<file path="src/rtl/shift_clk_div_pkg.sv">
package shift_clk_div_pkg;
  typedef enum logic [1:0] {
    AUX_DIV   = 2'd0,
    AUX_COPY  = 2'd1,
    AUX_GATED = 2'd2
  } aux_src_e;
endpackage

</file>
<file path="src/rtl/shift_clk_div_stage.sv">
module shift_clk_div_stage #(
  parameter int W       = 8,
  parameter int MIN_MOD = 2
) (
  input  logic         clk_i,
  input  logic         rst_ni,
  input  logic         adv_i,
  input  logic [W-1:0] mod_i,
  output logic         out_nxt_o,
  output logic         wrap_nxt_o
);
  localparam logic [W-1:0] MinMod = W'(MIN_MOD);

  logic [W-1:0] eff_mod, half_mod, cnt_q, cnt_d;

  assign eff_mod  = (mod_i < MinMod) ? MinMod : mod_i;
  assign half_mod = eff_mod >> 1;

  always_comb begin
    wrap_nxt_o = adv_i && (cnt_q >= eff_mod - W'(1));
    cnt_d      = cnt_q;
    if (adv_i) cnt_d = wrap_nxt_o ? '0 : cnt_q + W'(1);
  end

  // high phase first; odd modulus leaves the shorter half high
  assign out_nxt_o = cnt_d < half_mod;

  always_ff @(posedge clk_i or negedge rst_ni) begin
    if (!rst_ni) cnt_q <= '0;
    else         cnt_q <= cnt_d;
  end
endmodule

</file>
<file path="src/rtl/shift_clk_div_gate.sv">
module shift_clk_div_gate (
  input  logic clk_i,
  input  logic rst_ni,
  input  logic load_nxt_i,
  input  logic blank_i,
  output logic gate_nxt_o
);
  logic gate_q;

  // blank is only taken while the strobe will be low
  assign gate_nxt_o = load_nxt_i ? gate_q : blank_i;

  always_ff @(posedge clk_i or negedge rst_ni) begin
    if (!rst_ni) gate_q <= 1'b0;
    else         gate_q <= gate_nxt_o;
  end
endmodule

</file>
<file path="src/rtl/shift_clk_div.sv">
module shift_clk_div
  import shift_clk_div_pkg::*;
#(
  parameter int N1_W = 8,
  parameter int N2_W = 8
) (
  input  logic            clk_i,
  input  logic            rst_ni,
  input  logic [N1_W-1:0] n1_div_i,
  input  logic [N2_W-1:0] n2_div_i,
  input  logic            sc_en_i,
  input  logic            blank_i,
  output logic            load_o,
  output logic            aux_o
);
  logic     load_nxt, s1_wrap_nxt, div2_nxt, s2_wrap_nxt, gate_nxt, aux_nxt;
  logic     load_q, aux_q;
  aux_src_e aux_src;

  shift_clk_div_stage #(.W(N1_W), .MIN_MOD(2)) u_stage1 (
    .clk_i, .rst_ni,
    .adv_i      (1'b1),
    .mod_i      (n1_div_i),
    .out_nxt_o  (load_nxt),
    .wrap_nxt_o (s1_wrap_nxt)
  );

  // second stage advances once per load period
  shift_clk_div_stage #(.W(N2_W), .MIN_MOD(1)) u_stage2 (
    .clk_i, .rst_ni,
    .adv_i      (s1_wrap_nxt),
    .mod_i      (n2_div_i),
    .out_nxt_o  (div2_nxt),
    .wrap_nxt_o (s2_wrap_nxt)
  );

  shift_clk_div_gate u_gate (
    .clk_i, .rst_ni,
    .load_nxt_i (load_nxt),
    .blank_i,
    .gate_nxt_o (gate_nxt)
  );

  always_comb begin
    if (n2_div_i > N2_W'(1)) aux_src = AUX_DIV;
    else if (sc_en_i)        aux_src = AUX_GATED;
    else                     aux_src = AUX_COPY;
  end

  always_comb begin
    unique case (aux_src)
      AUX_COPY:  aux_nxt = load_nxt;
      AUX_GATED: aux_nxt = load_nxt & gate_nxt;
      default:   aux_nxt = div2_nxt;
    endcase
  end

  always_ff @(posedge clk_i or negedge rst_ni) begin
    if (!rst_ni) begin
      load_q <= 1'b0;
      aux_q  <= 1'b0;
    end else begin
      load_q <= load_nxt;
      aux_q  <= aux_nxt;
    end
  end

  assign load_o = load_q;
  assign aux_o  = aux_q;

  logic unused_wrap;
  assign unused_wrap = s2_wrap_nxt;
endmodule

</file>
<file path="config.mk">
export PLATFORM = sky130hd
export DESIGN_NAME = shift_clk_div
export DESIGN_NICKNAME = d
export VERILOG_FILES = /design/src/rtl/shift_clk_div_pkg.sv /design/src/rtl/shift_clk_div_stage.sv /design/src/rtl/shift_clk_div_gate.sv /design/src/rtl/shift_clk_div.sv
export SDC_FILE = /design/constraint.sdc
export NUM_CORES = 1
export LEC_CHECK = 0
export BUFFER_PORTS_ARGS = -buffer_cell sky130_fd_sc_hd__buf_2
export CORE_MARGIN = 2
export CORE_UTILIZATION = 59
export CTS_CLUSTER_DIAMETER = 30
export DETAILED_ROUTE_END_ITERATION = 16
export GPL_TIMING_DRIVEN = 0
export PLACE_DENSITY = 0.81
export SLEW_MARGIN = 20
export SYNTH_ARGS = -nofsm -noshare
export SYNTH_HDL_FRONTEND = slang
export SYNTH_SLANG_ARGS = --single-unit
</file>
<file path="constraint.sdc">
create_clock -name clk_i -period 3.75 [get_ports clk_i]
set_clock_uncertainty 0.05 [all_clocks]
set_input_delay 0.75 -clock clk_i [delete_from_list [all_inputs] [get_ports clk_i]]
set_output_delay 0.75 -clock clk_i [all_outputs]
set_load 0.05 [all_outputs]
</file>
==> results of run 1 <==
## flip-flops by register name, summed over array words and instances, names as in the netlist
signal / flops
u_gate.gate_q: 1
u_stage1.cnt_q: 8
aux_o: 1
u_stage2.cnt_q: 8
load_o: 1
## layout make-up
class	instances	share of cell area
Clock buffer	3	0.00887
Sequential cell	19	0.187
Clock inverter	1	0.00197
Timing Repair Buffer	45	0.123
Multi-Input combinational cell	163	0.621
Tap cell	44	0.0217
Inverter	19	0.0369
## worst paths after layout
path | end | slack, ps | depth (start not counted)
worst min-delay path | u_stage1.cnt_q[4] | 300 | 1
worst max-delay path | aux_o | -940 | 21
worst min register to register | u_gate.gate_q | 470 | 1
min in group clk_i | u_gate.gate_q | 470 | 1
worst max register to register | aux_o | 110 | 16
max in group asynchronous | u_stage1.cnt_q[1] | 3030 | 1
## routing by layer
| metal | up-vias | global-route usage |
|---|---|---|
| li1 | 832 | - |
| met1 | 873 | 0.409 |
| met2 | 111 | 0.438 |
| met3 | 23 | 0.0519 |
| met4 | 0 | 0.0317 |
| met5 | - | 0 |
## placed cells by master (no fill, tap or decap), drive strengths merged
master | netlist | final
buf | 1 | 45
ha | 32 | 32
o21ai | 21 | 21
dfrtp | 19 | 19
inv | 19 | 19
nor2 | 17 | 17
xnor2 | 13 | 13
nand2 | 13 | 13
nand2b | 8 | 8
nand3 | 8 | 8
nand4 | 5 | 5
and3 | 5 | 5
a211oi | 4 | 4
a21oi | 4 | 4
nor4 | 3 | 3
clkbuf | 0 | 3
o31ai | 3 | 3
and4 | 3 | 3
a31oi | 2 | 2
a21o | 2 | 2
and2 | 2 | 2
nor2b | 2 | 2
xor2 | 2 | 2
o21a | 2 | 2
or3 | 2 | 2
o41ai | 2 | 2
a2111oi | 1 | 1
a311oi | 1 | 1
a211o | 1 | 1
o2bb2ai | 1 | 1
or4 | 1 | 1
mux2 | 1 | 1
nor3 | 1 | 1
o221ai | 1 | 1
clkinv | 0 | 1
## what timing repair did
item | CTS | global route
endpoints found under the setup margin | 3 | 3
cloned | 0 | 0
buffers inserted | 10 | 14
pin swaps | 19 | 27
gates resized for setup | 26 | 34
## kinds of logic after synthesis
| group | count (synthesis) | synth area share |
|---|---|---|
| muxes | 1 | 0.00812 |
| DFF | 19 | 0.257 |
| and+or+nand+nor | 70 | 0.221 |
| AOI/OAI and AO/OA | 45 | 0.185 |
| buffers and inverters | 20 | 0.0413 |
| xor gates and xnor gates | 15 | 0.0710 |
| adders and majority gates | 32 | 0.217 |
## worst max-delay path: stages
cell and delay (ps):
buf_2 160, inv_8 70, nand4_1 180, nor4_4 350, buf_4 180, or3_4 140
nor4_4 40, xnor2_1 130, ha_1 320, a211oi_1 270, nor2_1 90, a211o_1 350
nand2b_4 200, o21ai_2 160, ha_1 290, a21oi_1 260, o21ai_2 130, or3_1 370
o221ai_2 150, a21oi_2 70, o41ai_2 190
## power by group
part | switching [mW] | internal [mW] | total [mW] | leakage (nW)
combinational | 0.511 | 0.470 | 0.981 | 0.882
clock | 0.0653 | 0.0398 | 0.105 | 0.0177
sequential | 0.0812 | 0.271 | 0.352 | 0.240
==> results.py, run 1 <==
metrics = {
    "pwr": {
        "p_leak_nw": 1.14,
        "powerDensity_nw_per_um2": 566,
        "vdd_drop_max_mv": 0.416,
        "finalPower_mw": 1.44,
    },
    "timing": {
        "setup_viol": 3,
        "post-route-min-period_ps": 4690,
        "fmax_mhz": 213,
        "tns_ps": -2190,
        "worstMarginPinSlew_ps": 423,
        "setup_slack_ps": -938,
        "holdWs_ps": 303,
        "hold_violations": 0,
        "fin_crit_sh": 1.25,
        "rsz0062_at_grt": "yes",
        "slew_headroom": 0.718,
        "slew_viol_final": 0,
    },
    "clock_network": {
        "clkTransAtPathRegs_ps": 120,
        "clk_latency_ps": 310,
        "cts_tree": "done",
        "numClockSinks": 19,
        "cts_buffers": 3,
        "clock_path_buffers": 2,
        "postCtsHoldBufs": 0,
        "cts_root_buf": "clkbuf_4",
        "cts_max_level": 1,
    },
    "logic_synthesis": {
        "synth_nets": 254,
        "ys.flop_type": "dfrtp_1",
        "synth_top_area_cell": "dfrtp_1",
        "yosysMostFrequentCell": "ha_1",
        "synth-seq-area-share": 0.257,
        "ys.warnings.count": 0,
        "netlist_top_cells_count": "ha_1 (32), dfrtp_1 (19), inv_1 (19), nor2_1 (17), o21ai_0 (15)",
        "ys_types": 45,
        "syn_inst": 202,
        "synth-edff-count": 0,
        "ys_async_sr_fraction": 1.00,
        "synthTopCellsByArea": "dfrtp_1 (26%), ha_1 (22%), xnor2_1 (6.2%), o21ai_0 (4.1%), inv_1 (3.9%)",
        "synth_top_cell_area_share": 0.257,
        "synth_area_per_cell_um2": 9.15,
        "synth_area_um2": 1850,
        "synth-seq-cells": 19,
    },
    "detailed_routing": {
        "routed-wl-met2_mm": 2.76,
        "ant_nets": 0,
        "first_iter_violations": 210,
        "wl_mm": 5.76,
        "highest_layer": "met4",
        "wl_met1_mm": 2.32,
        "drc_errors": 0,
        "vias": 1839,
        "wl_per_cell_um": 19.6,
        "wl_met3_um": 473,
        "dr.pass1.iters": 7,
        "avgViaCountPerCell": 6.26,
    },
    "placed_design": {
        "dp_hpwl_mm": 3.17,
        "pre_cts_ws_ps": -1420,
        "place_inst": 267,
        "postPlaceCellArea_um2": 2070,
        "port_buffers": 21,
        "place.gp.congestion": 0.840,
    },
    "finish": {
        "multi_input_comb_area_um2": 1580,
        "antenna_cells": 0,
        "final_layout_size_suffix_gt1_frac": 0.412,
        "fin_area_um2": 2540,
        "nets": 303,
        "final_util": 0.839,
        "final_cells": 294,
        "syn_to_final_growth_pct": 37.3,
        "nFillCells": 137,
        "regArea_um2": 475,
    },
    "floorplanning": {
        "coreArea_um2": 3030,
        "initial_core_util": 0.611,
        "pin_count": 22,
        "rows": 20,
        "die_y_um": 60.0,
        "die_area_um2": 3600,
        "die_x_um": 60.0,
    },
    "critical_path": {
        "r2r_start": "u_stage1.cnt_q[0]",
        "critPathRequiredTime_ps": 3920,
        "crit_arrival_ps": 4860,
        "startpoint": "n2_div_i[3]",
        "endpoint_kind": "flip-flop",
        "cp_max_fo": 5,
        "start_kind": "input pin",
        "path_class": "input pin to flip-flop",
    },
    "grt": {
        "grt_max_degree": 20,
        "grt_pass1_vias": 1550,
        "track_usage": 0.279,
        "antenna_found_initial": 0,
        "grt_pass1_wl_mm": 7.50,
        "overflow": 0,
    },
    "status": {
        "status": "finished with violations",
        "violations": "setup timing",
    },
    "hold_path": {
        "hp-class": "input pin to async pin",
    },
    "job": {
        "drv_cap": 0,
    },
}
(Power assumes the default switching activity.)
==> run 2, diff against run 1 <==
- SETUP_SLACK_MARGIN: default -> 0.4
==> results.py, run 2 (synthesized netlist as in run 1, its figures left out) <==
metrics = {
    "status": {
        "status": "finished with violations",
        "violations": "setup timing",
    },
    "timing": {
        "slew_headroom": 0.719,
        "worstMarginPinSlew_ps": 421,
        "hold_violations": 0,
        "tns_ps": -2090,
        "slew_viol_final": 0,
        "setup_slack_ps": -901,
        "fmax_mhz": 215,
        "rsz0062_at_grt": "yes",
        "setup_viol": 3,
        "post-route-min-period_ps": 4650,
        "fin_crit_sh": 1.24,
    },
    "placed_design": {
        "place.gp.congestion": 0.840,
        "postPlaceCellArea_um2": 2070,
        "dp_hpwl_mm": 3.17,
        "pre_cts_ws_ps": -1420,
        "port_buffers": 21,
    },
    "grt": {
        "overflow": 0,
        "busiest_layer": "met2",
        "grt_use_met2": 0.438,
        "met1_usage": 0.409,
        "grt_pass1_wl_mm": 7.50,
        "track_usage": 0.279,
        "grt_max_degree": 20,
        "grt_pass1_vias": 1550,
        "antenna_found_initial": 0,
        "gr-usage-met3": 0.0519,
    },
    "critical_path": {
        "path_delay_family": "simple AND/OR/NAND/NOR gates",
        "r2r_cells": 16,
        "endpoint_kind": "flip-flop",
        "r2r_start": "u_stage1.cnt_q[0]",
        "path_class": "input pin to flip-flop",
        "r2r_slack_ps": 90,
        "cp_max_fo": 5,
        "path_cells": "buf_2, inv_4, nand4_1, nor4_4, buf_4, or3_4, nor4_4, xnor2_1, ha_1, a211oi_1, nor2_1, a211o_1, buf_4, o21ai_1, nand2_1, o21ai_2, ha_1, nand2_1, o21ai_2, or3_1, o221ai_2, a21oi_2, o41ai_2",
        "critPathRequiredTime_ps": 3920,
        "rr_endpoint": "aux_o",
        "cp.buffers_inverters": 4,
        "start_kind": "input pin",
        "crit_arrival_ps": 4820,
        "max_stage_delay_ps": 370,
        "slowest_stage": "or3_1",
    },
    "finish": {
        "final_util": 0.849,
        "nFillCells": 143,
        "final_layout_size_suffix_gt1_frac": 0.408,
        "syn_to_final_growth_pct": 39.0,
        "antenna_cells": 0,
        "layout_common_cells": "ha_1 (26), buf_4 (20), dfrtp_1 (19)",
        "fin_area_um2": 2570,
        "final_common_cell": "ha_1",
        "nets": 303,
        "largestRegisters": "u_stage1.cnt_q: 8 flops, u_stage2.cnt_q: 8 flops",
    },
    "clock_network": {
        "clkTransAtPathRegs_ps": 120,
        "cts_max_level": 1,
        "postCtsHoldBufs": 0,
        "cts_root_buf": "clkbuf_4",
        "cts_tree": "done",
        "numClockSinks": 19,
        "cts_buffers": 3,
        "clock_path_buffers": 2,
        "clk_latency_ps": 310,
    },
    "pwr": {
        "finalPower_mw": 1.46,
        "vdd_drop_max_mv": 0.404,
        "p_leak_nw": 1.15,
        "powerDensity_nw_per_um2": 566,
    },
    "detailed_routing": {
        "drc_errors": 0,
        "dr.pass1.iters": 5,
        "ant_nets": 0,
        "avgViaCountPerCell": 6.10,
        "wl_per_cell_um": 19.5,
        "wl_mm": 5.72,
        "vias": 1793,
        "first_iter_violations": 207,
    },
    "floorplanning": {
        "rows": 20,
        "die_x_um": 60.0,
        "die_area_um2": 3600,
        "pin_count": 22,
        "die_y_um": 60.0,
        "initial_core_util": 0.611,
        "coreArea_um2": 3030,
    },
    "job": {
        "drv_cap": 0,
    },
    "hold_path": {
        "hp-class": "input pin to async pin",
    },
}
[run 2: layout make-up]
class	instances	area (um^2)	share of cell area
timing repair buffer	44	324	0.126
tap	44	55.1	0.0214
multi-input combinational	163	1570	0.612
buffer	1	20.0	0.00779
inverter	19	93.8	0.0365
clock buffer	3	22.5	0.00876
clock inverter	1	5.00	0.00195
sequential	19	475	0.185
[run 2: worst max-delay path by stage]
stage / start / end / cells after the start
2_1_floorplan: n2_div_i[2] / aux_o / 20
3_3_place_gp: n2_div_i[2] / aux_o / 21
3_5_place_dp: n2_div_i[2] / aux_o / 20
4_1_cts: n2_div_i[2] / aux_o / 21
5_1_grt: n2_div_i[4] / aux_o / 22
6_report: n2_div_i[4] / aux_o / 23
[run 2: power by group]
group	switching, mW	total (mW)	internal [mW]
clock	0.0665	0.106	0.0399
combinational	0.510	0.995	0.486
sequential	0.0831	0.354	0.271
total	0.659	1.46	0.796
[run 2: metal layers]
metal	up-vias	wire, um	part of all wire
met5	-	0	0
met4	0	163	0.029
met3	24	435	0.076
met2	95	2670	0.47
met1	842	2450	0.43
li1	832	-	-
[run 2: timing repair]
| item | CTS | global route |
|---|---|---|
| setup buffers | 10 | 12 |
| resized for setup | 26 | 35 |
| cloned | 0 | 1 |
| setup endpoints to repair | 11 | 9 |
| pin swaps | 19 | 20 |
[run 2: stage by stage]
step	hold slack, ps	instances
6_report	302	294
5_1_grt	320	294
4_1_cts	317	281
3_5_place_dp	443	267
3_3_place_gp	437	267
2_1_floorplan	404	202
==> run 3, diff against run 2 <==
--- a/config.mk
+++ b/config.mk
@@ -13,3 +13,3 @@
 export GPL_TIMING_DRIVEN = 0
-export PLACE_DENSITY = 0.81
+export PLACE_DENSITY = 0.78
 export SETUP_SLACK_MARGIN = 0.4
==> constraint.sdc (replaced) <==
create_clock -name clk_i -period 3.75 [get_ports clk_i]
set_clock_uncertainty 0.05 [all_clocks]
set_input_delay 0.1875 -clock clk_i [delete_from_list [all_inputs] [get_ports clk_i]]
set_output_delay 0.1875 -clock clk_i [all_outputs]
set_load 0.05 [all_outputs]
==> results.py, run 3 (synthesized netlist as in run 1, its figures left out) <==
metrics = {
    "timing": {
        "slew_viol_final": 0,
        "fin_crit_sh": 1.14,
        "setup_slack_ps": -529,
        "post-route-min-period_ps": 4280,
        "fmax_mhz": 234,
        "tns_ps": -651,
        "slew_headroom": 0.705,
        "rsz0062_at_grt": "yes",
        "setup_viol": 2,
        "worstMarginPinSlew_ps": 437,
        "hold_violations": 0,
    },
    "detailed_routing": {
        "first_iter_violations": 207,
        "wl_met1_mm": 2.47,
        "ant_nets": 0,
        "avgViaCountPerCell": 6.37,
        "vias": 1879,
        "wl_per_cell_um": 21.1,
        "wl_met3_um": 512,
        "highest_layer": "met4",
        "wl_mm": 6.23,
        "dr.pass1.iters": 5,
        "drc_errors": 0,
        "routed-wl-met2_mm": 2.93,
    },
    "hold_path": {
        "holdPathStages": 2,
        "min_to": "u_gate.gate_q",
        "hold_path_startpoint": "blank_i",
        "hp-class": "input pin to flip-flop",
    },
    "clock_network": {
        "clock_path_buffers": 2,
        "numClockSinks": 19,
        "cts_tree": "done",
        "cts_buffers": 3,
        "clk_latency_ps": 310,
        "cts_root_buf": "clkbuf_4",
        "cts_max_level": 1,
        "clkTransAtPathRegs_ps": 120,
    },
    "grt": {
        "track_usage": 0.274,
        "overflow": 0,
        "antenna_found_initial": 0,
        "grt_max_degree": 20,
        "grt_pass1_wl_mm": 7.43,
        "grt_pass1_vias": 1641,
    },
    "pwr": {
        "p_clk_frac": 0.077,
        "p_sw_uw": 655,
        "vdd_drop_max_mv": 0.451,
        "powerDensity_nw_per_um2": 556,
        "swShare": 0.460,
        "p_leak_nw": 1.15,
        "p_seq_frac": 0.250,
        "p_comb_frac": 0.674,
        "p_int_uw": 768,
    },
    "placed_design": {
        "postPlaceCellArea_um2": 2070,
        "pre_cts_ws_ps": -827,
        "port_buffers": 21,
        "dp_hpwl_mm": 3.49,
        "place.gp.congestion": 0.921,
    },
    "floorplanning": {
        "initial_core_util": 0.611,
        "die_area_um2": 3600,
        "coreArea_um2": 3030,
        "die_y_um": 60.0,
        "pin_count": 22,
        "rows": 20,
        "die_x_um": 60.0,
    },
    "finish": {
        "antenna_cells": 0,
        "fin_area_um2": 2560,
        "syn_to_final_growth_pct": 38.4,
        "layout_common_cells": "ha_1 (24), buf_4 (20), dfrtp_1 (19)",
        "nFillCells": 135,
        "final_common_cell": "ha_1",
        "final_layout_size_suffix_gt1_frac": 0.418,
        "nets": 304,
        "largestRegisters": "u_stage1.cnt_q: 8 flops, u_stage2.cnt_q: 8 flops",
    },
    "job": {
        "drv_cap": 0,
    },
    "status": {
        "violations": "setup timing",
        "status": "finished with violations",
    },
    "critical_path": {
        "r2r_cells": 16,
        "r2r_slack_ps": 80,
        "r2r_start": "u_stage1.cnt_q[0]",
        "crit_arrival_ps": 4450,
        "rr_endpoint": "aux_o",
        "path_class": "input pin to flip-flop",
        "cp_max_fo": 5,
        "start_kind": "input pin",
        "endpoint_kind": "flip-flop",
        "critPathRequiredTime_ps": 3920,
    },
}
==> run 3: metrics by stage <==
step	instances	total power, mW	hold WS [ps]	utilization
2_1_floorplan	202	0.793	-158	-
3_3_place_gp	267	0.912	82.7	0.683
3_5_place_dp	267	0.956	97.7	0.683
4_1_cts	282	1.12	62.7	0.733
5_1_grt	295	1.51	54.8	0.845
6_report	295	1.42	60.4	0.845
==> run 3: cell type report <==
cell class | instances | area, um^2 | area share
inverter | 19 | 93.8 | 0.0367
multi-input combinational | 163 | 1570 | 0.612
sequential | 19 | 475 | 0.186
timing repair buffer | 45 | 330 | 0.129
tap | 44 | 55.1 | 0.0215
clock inverter | 1 | 5.00 | 0.00196
buffer | 1 | 11.3 | 0.00440
clock buffer | 3 | 22.5 | 0.00880
==> run 3: worst max-delay path: stages <==
cell      delay [ps]
buf_2            130
inv_4             80
nand4_1          210
nor4_4           400
nor2_2           100
ha_4             190
nand3_1          110
xnor2_1          200
ha_1             300
nand4_1          110
nor2_1            60
a211o_1          350
nand2b_4         190
nand2b_1         160
o21ai_2          180
ha_1             280
nand2_1          120
o21ai_2          100
or3_1            400
o221ai_2         180
a21oi_2           70
o41ai_2          310
==> run 3: worst max-delay path by stage <==
stage	start	endpoint	cells after the start
global placement	n2_div_i[2]	aux_o	20
global route	n2_div_i[2]	aux_o	22
detailed placement	n2_div_i[2]	aux_o	20
finish	n2_div_i[4]	aux_o	22
floorplan	n2_div_i[2]	aux_o	20
CTS	n1_div_i[4]	aux_o	22
==> run 3: power by group through the flow <==
stage / combinational (mW) / sequential [mW] / clock, mW
CTS: 0.666 / 0.347 / 0.110
global placement: 0.567 / 0.344 / 0
floorplan: 0.451 / 0.342 / 0
global route: 1.04 / 0.358 / 0.119
finish: 0.959 / 0.355 / 0.109
detailed placement: 0.604 / 0.352 / 0
==> run 3: per-layer routing <==
metal / track usage / up-vias
met5: 0 / -
li1: - / 834
met2: 0.472 / 106
met1: 0.375 / 895
met4: 0.0286 / 0
met3: 0.0411 / 44
==> run 3: timing repair <==
item | in CTS | in global routing
endpoints found under the hold margin | 19 | 0
gates resized for setup | 14 | 47
hold buffers | 1 | 0
endpoints found under the setup margin | 3 | 3
setup buffers | 10 | 13
pin swaps | 11 | 19
